File: src/rtl/sdh_irq_pkg.sv
package sdh_irq_pkg;
  localparam int WORD_W = 32;

  // sticky flag positions: 31,30,25,24,14,13,12,11,5,3,2,1,0
  localparam logic [WORD_W-1:0] STICKY_MASK = 32'hC300_782F;
  // stored enable positions: 18..12 and 4..0
  localparam logic [WORD_W-1:0] ENABLE_MASK = 32'h0007_F01F;
  // error summary positions
  localparam logic [WORD_W-1:0] ERR_MASK    = 32'h0000_002F;

  // live level positions
  localparam int POS_EMPTY_LO = 28;
  localparam int POS_FULL_LO  = 26;
  localparam int POS_CODE_LO  = 9;
  localparam int POS_RD_RDY   = 7;
  localparam int POS_WR_RDY   = 6;

  // interrupt source map: enable bit -> status bit
  localparam int NUM_IRQ_SRC = 8;
  localparam int IRQ_EN_BIT   [NUM_IRQ_SRC] = '{15, 14, 13, 4, 3, 2, 1, 0};
  localparam int IRQ_STAT_BIT [NUM_IRQ_SRC] = '{31, 30, 14, 7, 6, 13, 12, 11};
  localparam int EN_DAT0 = 12;

  // wake source map: enable bit -> status bit
  localparam int NUM_WAKE_SRC = 3;
  localparam int WAKE_EN_BIT   [NUM_WAKE_SRC] = '{18, 17, 16};
  localparam int WAKE_STAT_BIT [NUM_WAKE_SRC] = '{14, 31, 30};

  typedef struct packed {
    logic clrStatus;
    logic loadEnable;
  } regStrobe_t;
endpackage

File: src/rtl/sdh_irq_ctrl.sv
module sdh_irq_ctrl
  import sdh_irq_pkg::*;
#(
  parameter int ADDR_W     = 4,
  parameter int STATUS_IDX = 0,
  parameter int ENABLE_IDX = 1
) (
  input  logic              busSel,
  input  logic              busWrite,
  input  logic [ADDR_W-1:0] busAddr,
  input  logic [WORD_W-1:0] statusWord,
  input  logic [WORD_W-1:0] enableWord,
  output regStrobe_t        strobe,
  output logic [WORD_W-1:0] busRdata
);
  localparam logic [ADDR_W-1:0] STAT_A = ADDR_W'(STATUS_IDX);
  localparam logic [ADDR_W-1:0] EN_A   = ADDR_W'(ENABLE_IDX);

  logic hitStat;
  logic hitEn;

  assign hitStat = (busAddr == STAT_A);
  assign hitEn   = (busAddr == EN_A);

  always_comb begin
    strobe.clrStatus  = busSel & busWrite & hitStat;
    strobe.loadEnable = busSel & busWrite & hitEn;
  end

  always_comb begin
    if (hitStat)    busRdata = statusWord;
    else if (hitEn) busRdata = enableWord;
    else            busRdata = '0;
  end
endmodule

File: src/rtl/sdh_irq_dp.sv
module sdh_irq_dp
  import sdh_irq_pkg::*;
(
  input  logic              clk,
  input  logic              rstN,
  input  regStrobe_t        strobe,
  input  logic [WORD_W-1:0] wrData,
  input  logic [WORD_W-1:0] evtIn,
  input  logic [1:0]        bufEmpty,
  input  logic [1:0]        bufFull,
  input  logic              rdReady,
  input  logic              wrReady,
  input  logic [1:0]        wrCrcCode,
  input  logic              dat0Released,
  output logic [WORD_W-1:0] statusWord,
  output logic [WORD_W-1:0] enableWord,
  output logic              irqReq,
  output logic              wakeReq,
  output logic              errAny
);
  logic [WORD_W-1:0]       stickyQ;
  logic [WORD_W-1:0]       enableQ;
  logic [WORD_W-1:0]       clrMask;
  logic [WORD_W-1:0]       liveWord;
  logic [NUM_IRQ_SRC-1:0]  irqHit;
  logic [NUM_WAKE_SRC-1:0] wakeHit;
  logic                    dat0Hit;

  assign clrMask = strobe.clrStatus ? wrData : '0;

  // sticky flags: a set in the same cycle as a clear wins
  always_ff @(posedge clk or negedge rstN) begin
    if (!rstN) stickyQ <= '0;
    else       stickyQ <= ((stickyQ & ~clrMask) | evtIn) & STICKY_MASK;
  end

  always_ff @(posedge clk or negedge rstN) begin
    if (!rstN)                  enableQ <= '0;
    else if (strobe.loadEnable) enableQ <= wrData & ENABLE_MASK;
  end

  always_comb begin
    liveWord = '0;
    liveWord[POS_EMPTY_LO +: 2] = bufEmpty;
    liveWord[POS_FULL_LO +: 2]  = bufFull;
    liveWord[POS_CODE_LO +: 2]  = wrCrcCode;
    liveWord[POS_RD_RDY]        = rdReady;
    liveWord[POS_WR_RDY]        = wrReady;
  end

  assign statusWord = stickyQ | liveWord;
  assign enableWord = enableQ;

  for (genvar k = 0; k < NUM_IRQ_SRC; k++) begin : g_irqSrc
    assign irqHit[k] = statusWord[IRQ_STAT_BIT[k]] & enableQ[IRQ_EN_BIT[k]];
  end

  for (genvar k = 0; k < NUM_WAKE_SRC; k++) begin : g_wakeSrc
    assign wakeHit[k] = statusWord[WAKE_STAT_BIT[k]] & enableQ[WAKE_EN_BIT[k]];
  end

  assign dat0Hit = dat0Released & enableQ[EN_DAT0];

  always_ff @(posedge clk or negedge rstN) begin
    if (!rstN) begin
      irqReq  <= 1'b0;
      wakeReq <= 1'b0;
      errAny  <= 1'b0;
    end else begin
      irqReq  <= (|irqHit) | dat0Hit;
      wakeReq <= |wakeHit;
      errAny  <= |(statusWord & ERR_MASK);
    end
  end
endmodule

File: src/rtl/sdh_irq_top.sv
module sdh_irq_top
  import sdh_irq_pkg::*;
#(
  parameter int ADDR_W     = 4,
  parameter int STATUS_IDX = 0,
  parameter int ENABLE_IDX = 1
) (
  input  logic              clk,
  input  logic              rstN,
  input  logic              busSel,
  input  logic              busWrite,
  input  logic [ADDR_W-1:0] busAddr,
  input  logic [31:0]       busWdata,
  output logic [31:0]       busRdata,
  input  logic [31:0]       evtIn,
  input  logic [1:0]        bufEmpty,
  input  logic [1:0]        bufFull,
  input  logic              rdReady,
  input  logic              wrReady,
  input  logic [1:0]        wrCrcCode,
  input  logic              dat0Released,
  output logic              irqReq,
  output logic              wakeReq,
  output logic              errAny
);
  regStrobe_t        strobe;
  logic [WORD_W-1:0] statusWord;
  logic [WORD_W-1:0] enableWord;

  sdh_irq_ctrl #(
    .ADDR_W    (ADDR_W),
    .STATUS_IDX(STATUS_IDX),
    .ENABLE_IDX(ENABLE_IDX)
  ) u_ctrl (
    .busSel    (busSel),
    .busWrite  (busWrite),
    .busAddr   (busAddr),
    .statusWord(statusWord),
    .enableWord(enableWord),
    .strobe    (strobe),
    .busRdata  (busRdata)
  );

  sdh_irq_dp u_dp (
    .clk         (clk),
    .rstN        (rstN),
    .strobe      (strobe),
    .wrData      (busWdata),
    .evtIn       (evtIn),
    .bufEmpty    (bufEmpty),
    .bufFull     (bufFull),
    .rdReady     (rdReady),
    .wrReady     (wrReady),
    .wrCrcCode   (wrCrcCode),
    .dat0Released(dat0Released),
    .statusWord  (statusWord),
    .enableWord  (enableWord),
    .irqReq      (irqReq),
    .wakeReq     (wakeReq),
    .errAny      (errAny)
  );
endmodule

File: config.mk
export PLATFORM = sky130hd
export DESIGN_NAME = sdh_irq_top
export DESIGN_NICKNAME = d
export VERILOG_FILES = /design/src/rtl/sdh_irq_pkg.sv /design/src/rtl/sdh_irq_ctrl.sv /design/src/rtl/sdh_irq_dp.sv /design/src/rtl/sdh_irq_top.sv
export SDC_FILE = /design/constraint.sdc
export NUM_CORES = 1
export LEC_CHECK = 0
export ABC_AREA = 1
export BUFFER_PORTS_ARGS = -buffer_cell sky130_fd_sc_hd__buf_4
export CAP_MARGIN = 20
export CORE_AREA = 2 2 79 62
export CTS_BUF_LIST = sky130_fd_sc_hd__clkbuf_8
export DETAILED_ROUTE_END_ITERATION = 7
export DIE_AREA = 0 0 81 64
export PLACE_DENSITY = 0.79
export SYNTH_ARGS = -nofsm -noshare
export SYNTH_HDL_FRONTEND = slang
export SYNTH_SLANG_ARGS = --single-unit
File: constraint.sdc
create_clock -name clk -period 0.8 [get_ports clk]
set_input_delay 0.08 -clock clk [delete_from_list [all_inputs] [get_ports clk]]
set_output_delay 0.08 -clock clk [all_outputs]
set_load 0.03 [all_outputs]
==> metrics <==
CP Cell Sequence buf_6 -> nand3_2 -> nand2_2 -> buf_6; NumNets Final between 400 and 500; Die Y between 60 and 70 um; Total Routed Length around 6 mm; RSZ-0062 raised after global routing yes; die area about 0.0052 sq mm; DRC Markers 0; GRT Total Usage about 22%; Power per Cell Area between 1000 and 1500 mW/mm^2; Min-Delay Path Class in -> reg; Max Buffers Root-to-Sink 2; synth top area cells dfrtp_1 44%, nand2_1 14%, inv_1 11%, o21ai_2 5.5%, nand4_1 5.1%; setup violators final 45; Antenna Cells 0; Iteration-0 DRC Markers 149; CP Capture Type output pin; fin worst setup slack -0.337 ns; Layout Utilization 78.6%; CTS H-tree lvls 1; CTS sink count 28; initial core utilization between 30% and 40%; yosys warns 0; Critical Path RT 0.72 ns; Leakage between 1.5 and 2 nW; Max-cap violations 0; tightest hold margin 0.0277 ns; peak per-stage delay on the critical path ~0.42 ns; Seq/Total Area, Yosys a little over two fifths; Max stage delay cell, worst path dfrtp_1; critical path type reg -> out; largest area contributor in the netlist dfrtp_1; layout cells sized above 1 60.9%; antenna violations before repair 0; Fin. Hold Viols 0; Port Buffers between 70 and 80; Synth top area share a little over two fifths; io pins about 120; Post-Route Skew between 0.009 and 0.01 ns; post-DR vias/cell 4.63; wire length per cell between 10 and 15 um; peak supply drop 1.00 mV; Setup crit start kind register; GPL Wtd Cong about 0.8; critical path arrival 1.06 ns; TritonCTS clock tree built; multi-input logic area roughly 940 sq um; clk_lat worst skew just under 0.3 ns; width of the die slightly above 80 um; drt pass-1 iters 4; largest net degree at the start of global routing 29; Setup TNS -6.95 ns; global route overflow 0; sequential cell area approximately 700 sq um; dpl cells about 360; vias in the first global route approximately 2000; failing checks setup timing; Yosys cell types 19; average cell area after synthesis 7.36 sq um; fmax ~0.9 GHz; Root Buffer Master clkbuf_8; final worst-path cycle share 142%; num rows 21; CTS buffer count 3; Post-DRT Antenna Nets 0; Slew Viols, Final 0; Post-Syn Area approximately 0.0016 sq mm; Place WS -0.254 ns; Vias 1934; post-detail-place hpwl roughly 3.5 mm; Max Fanout on Critical Path 2; Non-Filler Instances approximately 420; min cycle time layout ~1.1 ns; Clock Pin Slew Worst Setup and Hold Paths 0.11 ns; fillcell total between 200 and 300; core area 0.00436 sq mm; first-pass GRT wire length roughly 8.7 mm; outcome complete, but fails checks; cell repeated most along the worst path buf_6; P&R area growth vs syn 113%; Synth Instances ~220; Synth Register Bits 28
-- final cells by class --
class	count	area share [%]
clock inverters	1	0.876
inverters	48	5.26
flip-flops and latches	28	20.4
repair buffers	147	42.8
multi-input cells	134	27.4
well taps	57	2.08
clock buffers	3	1.20
-- path summary, 6_finish.rpt --
check                                               startpoint                         endpoint  slack [ns]  cells after the start
worst min-delay path                              busWdata[18]  u_dp.enableWord[18]$_DFFE_PN0P_        0.03                      3
worst max register to register  u_dp.enableWord[3]$_DFFE_PN0P_            u_dp.irqReq$_DFF_PN0_       -0.20                      5
worst max-delay path            u_dp.enableWord[1]$_DFFE_PN0P_                      busRdata[1]       -0.34                      4
min in group asynchronous                                 rstN  u_dp.enableWord[13]$_DFFE_PN0P_        0.25                      2
worst min register to register       u_dp.stickyQ[0]$_DFF_PN0_        u_dp.stickyQ[0]$_DFF_PN0_        0.51                      2
max in group asynchronous                                 rstN        u_dp.stickyQ[5]$_DFF_PN0_        0.27                      2
-- flip-flops by register name (all words and copies together) (netlist names) --
name	count
u_dp.enableWord	12
u_dp.errAny	1
u_dp.irqReq	1
u_dp.stickyQ	13
u_dp.wakeReq	1
-- layer usage --
| metal | wire length (um) | track usage (%) | vias up |
|---|---|---|---|
| met1 | 2330 | 26.1 | 893 |
| met2 | 3020 | 39.8 | 89 |
| met5 | 0 | 0 | - |
| met3 | 466 | 4.66 | 8 |
| met4 | 68 | 5.51 | 0 |
| li1 | - | - | 944 |
-- Yosys cell counts, drive strengths merged --
library cell,instances
a21oi,1
buf,13
conb,1
dfrtp,28
inv,48
nand2,61
nand3,14
nand4,13
nor2,22
nor3,2
o211ai,1
o21ai,14
-- power by group --
part / internal, W / switching [W]
registers: 0.00156 / 0.000115
clock network: 0.000672 / 0.000481
logic: 0.000858 / 0.000804
total: 0.00309 / 0.00140
-- cells by family after synthesis --
logic type      Yosys count  share of synthesized area [%]
simple gates            112                           31.6
buf+inv                  61                           17.0
flops                    28                           43.6
compound gates           16                           7.48
other cells               1                          0.234
-- critical path: cells and delay by family, from the launching register on --
kind                   cells  cell delay [ns]
and+or+nand+nor            2             0.10
DFF                        1             0.42
buffers and inverters      2             0.26
-- cell usage in the layout (no fill, tap or decap), drive strengths merged --
cell type    Yosys  final
conb             1      6
bufinv           0      1
nor3             2      2
dfrtp           28     28
a21oi            1      1
inv             48     48
o21ai           14     14
dlygate4sd3      0     14
buf             13    132
nand3           14     14
clkbuf           0      4
nand4           13     13
o211ai           1      1
nor2            22     22
nand2           61     61
-- through the flow --
stage | power (W) | instance area [sq um]
2_1_floorplan | 0.00230 | 1810
6_report | 0.00449 | 3430
3_3_place_gp | 0.00273 | 2540
5_1_grt | 0.00468 | 3430
4_1_cts | 0.00432 | 3230
3_5_place_dp | 0.00277 | 2540
-- repair_timing --
action | in CTS | in global routing
cloned | 2 | 1
setup endpoints to repair | 31 | 42
pin swaps | 31 | 19
hold buffers | 14 | 0
hold endpoints to repair | 41 | 0
gates resized for setup | 65 | 37
buffers inserted | 29 | 10
Power figures use the tool's default switching activity.
